## src/rtl/pwmbank_pkg.sv

```systemverilog
`timescale 1ns/1ps
package pwmbank_pkg;
  localparam int unsigned MAX_CNT_W = 12;
  localparam logic [7:0]  A_CTRL     = 8'h00;
  localparam logic [7:0]  A_PRESC    = 8'h01;
  localparam logic [7:0]  A_CH_BASE  = 8'h08;
  localparam logic [7:0]  A_ALL_BASE = 8'hF0;
  localparam int unsigned CB_SLEEP   = 0;
  localparam int unsigned CB_INV     = 1;
  localparam int unsigned CB_WAITALL = 2;
  localparam int unsigned CB_RESTART = 3;
  localparam int unsigned FLAG_BIT   = 4;

  typedef logic [MAX_CNT_W-1:0] cnt_t;

  typedef struct packed {
    cnt_t on;
    cnt_t off;
    logic full_on;
    logic full_off;
  } chcfg_t;

  localparam chcfg_t CFG_RST = '{on: '0, off: '0, full_on: 1'b0, full_off: 1'b1};

  // active window [on, off), wrapping when off < on
  function automatic logic in_window(cnt_t c, cnt_t on, cnt_t off);
    if (on <= off) return (c >= on) && (c < off);
    else           return (c >= on) || (c < off);
  endfunction
endpackage

```

## src/rtl/pwmbank_timebase.sv

```systemverilog
`timescale 1ns/1ps
module pwmbank_timebase #(
  parameter int unsigned CNT_W = 12,
  parameter int unsigned PRE_W = 8
) (
  input  logic             clk,
  input  logic             rst_n,
  input  logic             sleep,
  input  logic [PRE_W-1:0] presc,
  output logic [CNT_W-1:0] cnt
);
  logic [PRE_W-1:0] pre_q, pre_n;
  logic [CNT_W-1:0] cnt_q, cnt_n;

  always_comb begin
    pre_n = pre_q;
    cnt_n = cnt_q;
    if (sleep) begin
      pre_n = '0;
      cnt_n = '0;
    end else if (pre_q == presc) begin
      pre_n = '0;
      cnt_n = cnt_q + 1'b1;
    end else begin
      pre_n = pre_q + 1'b1;
    end
  end

  always_ff @(posedge clk or negedge rst_n) begin
    if (!rst_n) begin
      pre_q <= '0;
      cnt_q <= '0;
    end else begin
      pre_q <= pre_n;
      cnt_q <= cnt_n;
    end
  end

  assign cnt = cnt_q;


  count_step_chk: assert property (@(posedge clk) disable iff (!rst_n)
    !sleep |=> (cnt_q == $past(cnt_q) || cnt_q == $past(cnt_q) + 1'b1));
endmodule

```

## src/rtl/pwmbank_regs.sv

```systemverilog
`timescale 1ns/1ps
module pwmbank_regs
  import pwmbank_pkg::*;
#(
  parameter int unsigned NUM_CH = 16,
  parameter int unsigned PRE_W  = 8
) (
  input  logic                  clk,
  input  logic                  rst_n,
  input  logic                  wr_en,
  input  logic [7:0]            wr_addr,
  input  logic [7:0]            wr_data,
  output logic                  sleep,
  output logic                  invert,
  output logic                  wait_all,
  output logic                  restart_p,
  output logic                  sleep_enter_p,
  output logic [PRE_W-1:0]      presc,
  output logic [NUM_CH*4-1:0]   byte_we
);
  logic             sleep_q, sleep_n;
  logic             inv_q, inv_n;
  logic             wait_q, wait_n;
  logic [PRE_W-1:0] presc_q, presc_n;
  logic             ctrl_hit, presc_hit, all_hit;

  assign ctrl_hit  = wr_en && (wr_addr == A_CTRL);
  assign presc_hit = wr_en && (wr_addr == A_PRESC);
  assign all_hit   = wr_en && (wr_addr[7:2] == A_ALL_BASE[7:2]);

  always_comb begin
    sleep_n = sleep_q;
    inv_n   = inv_q;
    wait_n  = wait_q;
    presc_n = presc_q;
    if (ctrl_hit) begin
      sleep_n = wr_data[CB_SLEEP];
      inv_n   = wr_data[CB_INV];
      wait_n  = wr_data[CB_WAITALL];
    end
    if (presc_hit && sleep_q) presc_n = wr_data[PRE_W-1:0];
  end

  always_ff @(posedge clk or negedge rst_n) begin
    if (!rst_n) begin
      sleep_q <= 1'b1;
      inv_q   <= 1'b0;
      wait_q  <= 1'b0;
      presc_q <= '0;
    end else begin
      if (ctrl_hit) begin
        sleep_q <= sleep_n;
        inv_q   <= inv_n;
        wait_q  <= wait_n;
      end
      if (presc_hit) presc_q <= presc_n;
    end
  end

  assign restart_p     = ctrl_hit && wr_data[CB_RESTART] && !wr_data[CB_SLEEP];
  assign sleep_enter_p = ctrl_hit && wr_data[CB_SLEEP] && !sleep_q;

  for (genvar c = 0; c < NUM_CH; c++) begin : g_dec
    localparam logic [5:0] SLOT = 6'((int'(A_CH_BASE) >> 2) + c);
    logic ch_hit;
    assign ch_hit = wr_en && (wr_addr[7:2] == SLOT);
    assign byte_we[c*4 +: 4] = (ch_hit || all_hit) ? (4'b0001 << wr_addr[1:0]) : 4'b0000;
  end

  assign sleep    = sleep_q;
  assign invert   = inv_q;
  assign wait_all = wait_q;
  assign presc    = presc_q;


  presc_lock_chk: assert property (@(posedge clk) disable iff (!rst_n)
    !sleep_q |=> $stable(presc_q));
endmodule

```

## src/rtl/pwmbank_chan.sv

```systemverilog
`timescale 1ns/1ps
module pwmbank_chan
  import pwmbank_pkg::*;
#(
  parameter int unsigned CNT_W = 12
) (
  input  logic             clk,
  input  logic             rst_n,
  input  logic [CNT_W-1:0] cnt,
  input  logic             sleep,
  input  logic             invert,
  input  logic             wait_all,
  input  logic             restart_p,
  input  logic             sleep_enter_p,
  input  logic [3:0]       byte_we,
  input  logic [7:0]       wr_data,
  output logic             pwm
);
  localparam int unsigned HI_W    = CNT_W - 8;
  localparam logic [3:0]  HI_MASK = 4'((1 << HI_W) - 1);

  chcfg_t     sh_q, sh_n, lv_q, eff;
  logic [3:0] mask_q, mask_n;
  logic       pend_q, pend_n;
  logic       park_q, park_n;
  logic       pwm_q, pwm_n;
  logic       commit, lvl;
  cnt_t       cnt_x;

  assign cnt_x  = cnt_t'(cnt);
  assign commit = pend_q && (lv_q.on == cnt_x) && !sleep;
  assign eff    = commit ? sh_q : lv_q;

  always_comb begin
    sh_n = sh_q;
    if (byte_we[0]) sh_n.on[7:0] = wr_data;
    if (byte_we[1]) begin
      sh_n.on[11:8] = wr_data[3:0] & HI_MASK;
      sh_n.full_on  = wr_data[FLAG_BIT];
    end
    if (byte_we[2]) sh_n.off[7:0] = wr_data;
    if (byte_we[3]) begin
      sh_n.off[11:8] = wr_data[3:0] & HI_MASK;
      sh_n.full_off  = wr_data[FLAG_BIT];
    end
  end

  always_comb begin
    mask_n = mask_q;
    pend_n = pend_q && !commit;
    if (|byte_we) begin
      if (wait_all) begin
        if ((mask_q | byte_we) == 4'hF) begin
          pend_n = 1'b1;
          mask_n = 4'h0;
        end else begin
          mask_n = mask_q | byte_we;
        end
      end else begin
        pend_n = 1'b1;
        mask_n = 4'h0;
      end
    end
  end

  always_comb begin
    park_n = park_q;
    if (sleep_enter_p)            park_n = 1'b1;
    else if (restart_p || commit) park_n = 1'b0;
  end

  always_comb begin
    lvl = !sleep && !(park_q && !commit) && !eff.full_off &&
          (eff.full_on || in_window(cnt_x, eff.on, eff.off));
    pwm_n = lvl ^ invert;
  end

  always_ff @(posedge clk or negedge rst_n) begin
    if (!rst_n) begin
      sh_q   <= CFG_RST;
      lv_q   <= CFG_RST;
      mask_q <= 4'h0;
      pend_q <= 1'b0;
      park_q <= 1'b0;
      pwm_q  <= 1'b0;
    end else begin
      if (|byte_we) sh_q <= sh_n;
      if (commit)   lv_q <= sh_q;
      mask_q <= mask_n;
      pend_q <= pend_n;
      park_q <= park_n;
      pwm_q  <= pwm_n;
    end
  end

  assign pwm = pwm_q;


  live_hold_chk: assert property (@(posedge clk) disable iff (!rst_n)
    (lv_q.on != cnt_x) |=> $stable(lv_q));

  full_off_chk: assert property (@(posedge clk) disable iff (!rst_n)
    (lv_q.full_off && !pend_q) |=> (pwm_q == $past(invert)));

  four_byte_chk: assert property (@(posedge clk) disable iff (!rst_n)
    (wait_all && !pend_q && $countones(mask_q) < 3) |=> !pend_q);

  park_idle_chk: assert property (@(posedge clk) disable iff (!rst_n)
    (park_q && !pend_q) |=> (pwm_q == $past(invert)));
endmodule

```

## src/rtl/pwm_phase_bank.sv

```systemverilog
`timescale 1ns/1ps
module pwm_phase_bank #(
  parameter int unsigned NUM_CH = 16,
  parameter int unsigned CNT_W  = 12,
  parameter int unsigned PRE_W  = 8
) (
  input  logic              clk,
  input  logic              rst_n,
  input  logic              wr_en,
  input  logic [7:0]        wr_addr,
  input  logic [7:0]        wr_data,
  output logic [NUM_CH-1:0] pwm_out
);
  logic                slp, inv, wall, rst_p, slp_p;
  logic [PRE_W-1:0]    presc;
  logic [CNT_W-1:0]    cnt;
  logic [NUM_CH*4-1:0] bwe;

  pwmbank_regs #(.NUM_CH(NUM_CH), .PRE_W(PRE_W)) u_regs (
    .clk(clk), .rst_n(rst_n), .wr_en(wr_en), .wr_addr(wr_addr), .wr_data(wr_data),
    .sleep(slp), .invert(inv), .wait_all(wall), .restart_p(rst_p),
    .sleep_enter_p(slp_p), .presc(presc), .byte_we(bwe));

  pwmbank_timebase #(.CNT_W(CNT_W), .PRE_W(PRE_W)) u_tb (
    .clk(clk), .rst_n(rst_n), .sleep(slp), .presc(presc), .cnt(cnt));

  for (genvar c = 0; c < NUM_CH; c++) begin : g_ch
    pwmbank_chan #(.CNT_W(CNT_W)) u_ch (
      .clk(clk), .rst_n(rst_n), .cnt(cnt), .sleep(slp), .invert(inv),
      .wait_all(wall), .restart_p(rst_p), .sleep_enter_p(slp_p),
      .byte_we(bwe[c*4 +: 4]), .wr_data(wr_data), .pwm(pwm_out[c]));
  end


  sleep_idle_chk: assert property (@(posedge clk) disable iff (!rst_n)
    slp |=> (pwm_out == ($past(inv) ? {NUM_CH{1'b1}} : {NUM_CH{1'b0}})));
endmodule

```

## config.mk

```make
export PLATFORM = sky130hd
export DESIGN_NAME = pwm_phase_bank
export DESIGN_NICKNAME = d
export VERILOG_FILES = /design/src/rtl/pwmbank_pkg.sv /design/src/rtl/pwmbank_timebase.sv /design/src/rtl/pwmbank_regs.sv /design/src/rtl/pwmbank_chan.sv /design/src/rtl/pwm_phase_bank.sv
export SDC_FILE = /design/constraint.sdc
export NUM_CORES = 2
export LEC_CHECK = 0
export ABC_AREA = 1
export ABC_CLOCK_PERIOD_IN_PS = 5600
export BUFFER_PORTS_ARGS = -buffer_cell sky130_fd_sc_hd__buf_2
export CORE_ASPECT_RATIO = 0.9
export CORE_MARGIN = 4
export CORE_UTILIZATION = 58
export DETAILED_ROUTE_END_ITERATION = 7
export GPL_TIMING_DRIVEN = 0
export HOLD_SLACK_MARGIN = 0.02
export MAX_ROUTING_LAYER = met4
export PLACE_DENSITY = 0.71
export SLEW_MARGIN = 20
export SYNTH_ARGS = -nofsm -noshare
export SYNTH_HDL_FRONTEND = slang
export SYNTH_HIERARCHICAL = 1
export SYNTH_SLANG_ARGS = --single-unit
```

## constraint.sdc

```tcl
create_clock -name clk -period 5.6 [get_ports clk]
set_input_delay 1.12 -clock clk [delete_from_list [all_inputs] [get_ports clk]]
set_output_delay 1.12 -clock clk [all_outputs]
set_load 0.03 [all_outputs]
```

==> key figures <==
Logic synthesis
  • Post-Synthesis Cells: 7275
  • Synth Warn #: 6
  • EDFF count, synth: 0
  • Synth Register Bits: about 1000
  • Mapped Avg Cell Area: a little under 8 um2
  • Yosys top cell area share: about two fifths
  • Post-synthesis async set-or-reset flop share: 100%
  • Synth cell count leaders: 1831 x nand2_1, 1270 x inv_1, 942 x dfrtp_1
  • Top cells by area, synth: dfrtp_1 41%, nand2_1 12%, ha_1 11%, inv_1 8.3%, o21ai_0 5.0%
  • Biggest area consumer among synthesized cells: dfrtp_1
  • Synth Flop Type: dfrtp_1
  • Most common cell in the netlist: nand2_1
  • Sequential fraction of the synthesis area: 42.5%
  • Distinct cells, synth: 45
  • Mapped Nets: 7792
  • Post-Syn Area: 0.0575 mm2

Hold path
  • Hold Path Class: in2async

Setup path
  • CP required: between 6 and 7 ns
  • Worst path max stage delay: approximately 0.93 ns
  • Max Fanout on Critical Path: 44
  • Cell mode on critical path: nand2_1
  • CP startpoint kind: register
  • WS Path Type: reg2reg
  • Worst Setup End Kind: register
  • Crit-path slowest cell: dfrtp_4
  • CP bufs+invs: 6
  • CP arrival: ~5.6 ns
  • Family with the most delay on the worst path: simple AND/OR/NAND/NOR gates

Floorplan
  • Die Width: around 340 um
  • DIE AREA: 0.104 mm2
  • Core Rows: roughly 110
  • Die Y: approximately 310 um
  • CORE AREA: ~0.098 mm2
  • Starting density of the core: 58.4%
  • I/O pin count: 35

GRT
  • First-pass GRT wire length: around 250 mm
  • Pin count of the biggest net entering global routing: about 140
  • Vias in the first global route: between 40000 and 50000
  • Total global-route track usage: 31.1%
  • GR Overflow Total: 0
  • Initial antenna violation count: 9

STA
  • Final slew viol count: 0
  • Final worst path period share: 89.5%
  • Final setup viols: 0
  • Worst-Margin Slew: 0.799 ns
  • Min cycle time layout: about 5 ns
  • Peak Freq: 200 MHz
  • Final Skew: about 0.025 ns
  • Rel. slew slack: around 47%
  • RSZ-0062 raised after global routing: false
  • Setup TNS: 0 ns
  • Final hold vios: 0

Flow run
  • Maxcap violations: 0

Clock network
  • Hold Buf Count CTS: 0
  • CTS tree: built
  • Resize count post-CTS: 0
  • Clock sinks: ~980
  • Max Buffers Root-to-Sink: 3
  • CTS Buf Count: approximately 100
  • CTS Root Cell: clkbuf_16
  • Postcts setup bufs: 0
  • Clock slew at reported path FFs: approximately 0.060 ns
  • Clock Latency Late Sink: 0.71 ns
  • Htree depth: 3

Route
  • Initial DRC Count: 3904
  • Total number of vias: 47400
  • Drt wl/cell: 17.6 um
  • Vias per cell: ~5.3
  • Drt first pass iters: 6
  • Post-route ant nets: 0
  • Wirelength, routed: approximately 160 mm
  • DRC Markers: 0

Place
  • IO buf count: 33
  • GPL Wtd Cong: roughly 0.90
  • DP Wirelength: about 110 mm
  • Placed cell areas: around 0.06 mm2

Layout
  • Share of cells above drive strength 1: 11.1%
  • Design Area, Final: 0.0638 mm2
  • Fillers: roughly 8400
  • Number of nets in the final layout: 7965
  • Finished Core Util: ~65%
  • Area delta synth->final: 11.0%

Power
  • PwrDens: 295 mW/mm2
  • Pwr Total: roughly 19 mW
  • Peak VDD IR: just under 0.3 mV
  • Leak: between 30 and 40 nW

Run status
  • Status: finished, final reports clean
## cell type report
class                           instances  area, um2  share of cell area, %
Clock inverter                         41        419                  0.657
Clock buffer                          157       3120                   4.89
Buffer                                177        782                   1.23
Tap cell                             1332       1670                   2.61
Timing Repair Buffer                   67       1040                   1.63
Sequential cell                       975      24500                   38.4
Multi-Input combinational cell       4783      27200                   42.7
Antenna cell                            8       20.0                 0.0314
Inverter                             1340       5030                   7.88
## power breakdown
part,internal [mW],switching (mW),leakage (nW)
registers,7.61,0.618,10.8
clock network,4.13,3.00,1.76
logic,1.25,2.24,24.4
total,13.0,5.86,37.0
## cell families (layout without fill, tap and decap cells)
family | Yosys count | count (layout) | synth area share [%]
AO/OA/AOI/OAI | 994 | 994 | 9.26
buffers and inverters | 1517 | 1782 | 10.1
XOR/XNOR | 40 | 40 | 0.623
AND/OR/NAND/NOR | 3121 | 3121 | 24.1
adder cells (fa/ha/maj) | 498 | 498 | 10.8
multiplexers | 130 | 130 | 2.55
other | 0 | 8 | 0
flip-flops | 975 | 975 | 42.5
## stage by stage
| stage | instances | worst slack, ns | hold WS [ns] |
|---|---|---|---|
| 3_5_place_dp | 8674 | 0.650 | 0.471 |
| 6_report | 8880 | 0.591 | 0.347 |
| 3_3_place_gp | 8640 | -18.05 | 0.468 |
| 5_1_grt | 8878 | 0.185 | 0.387 |
| 4_1_cts | 8872 | 0.642 | 0.372 |
| 2_1_floorplan | 7275 | 1.18 | 0.455 |
## registers in the layout, summed over array words and instances (netlist names), 12 cells and up
signal            count
g_ch.u_ch/lv_q      416
g_ch.u_ch/sh_q      416
g_ch.u_ch/mask_q     64
g_ch.u_ch/park_q     16
g_ch.u_ch/pend_q     16
g_ch.u_ch/pwm        16
u_tb/cnt             12
## cells in the final DEF, fill, tap and decap left out, types with 16 or more instances in the layout
master and n:
inv_2 68, inv_1 1270, nand2_1 1831, nor2_1 469
dfrtp_1 928, nor3b_1 17, nand4_1 50, nand2_2 122
nor2_4 22, nor2_2 35, clkinv_2 24, nor3_1 67
nand3_1 323, o21bai_1 48, clkbuf_1 164, buf_16 23
or4_1 16, o21ai_0 573, xnor2_1 33, a21o_1 17
dfstp_2 32, nand2_4 20, a211oi_1 32, buf_2 44
and2_1 16, mux2_2 130, clkbuf_16 105, clkbuf_8 31
ha_1 498, nor2_8 16, a21oi_1 291, nor4_1 16
or2_2 81
## final timing paths
check,endpoint,cells after the start,slack [ns],from
max,g_ch[11].u_ch/pwm,31,0.59,u_tb/cnt[5]
max in group asynchronous,g_ch[0].u_ch/sh_q[8],4,3.15,rst_n
min in group clk,g_ch[7].u_ch/sh_q[0],2,0.48,g_ch[7].u_ch/sh_q[0]
max reg2reg,g_ch[11].u_ch/pwm,31,0.59,u_tb/cnt[5]
min,g_ch[5].u_ch/sh_q[20],1,0.35,rst_n
min reg2reg,g_ch[7].u_ch/sh_q[0],2,0.48,g_ch[7].u_ch/sh_q[0]
## layer usage
layer  vias up  global-route usage, %  routed length, um  share of wire (%)
met4         0                   8.73               4720                3.0
met3       297                   4.16              10500                6.7
met5         -                      -                  0                  0
met1     22600                   43.5              71400                 46
li1      23300                      -                  -                  -
met2      1291                   48.0              70000                 45
Power figures use the tool's default switching activity.
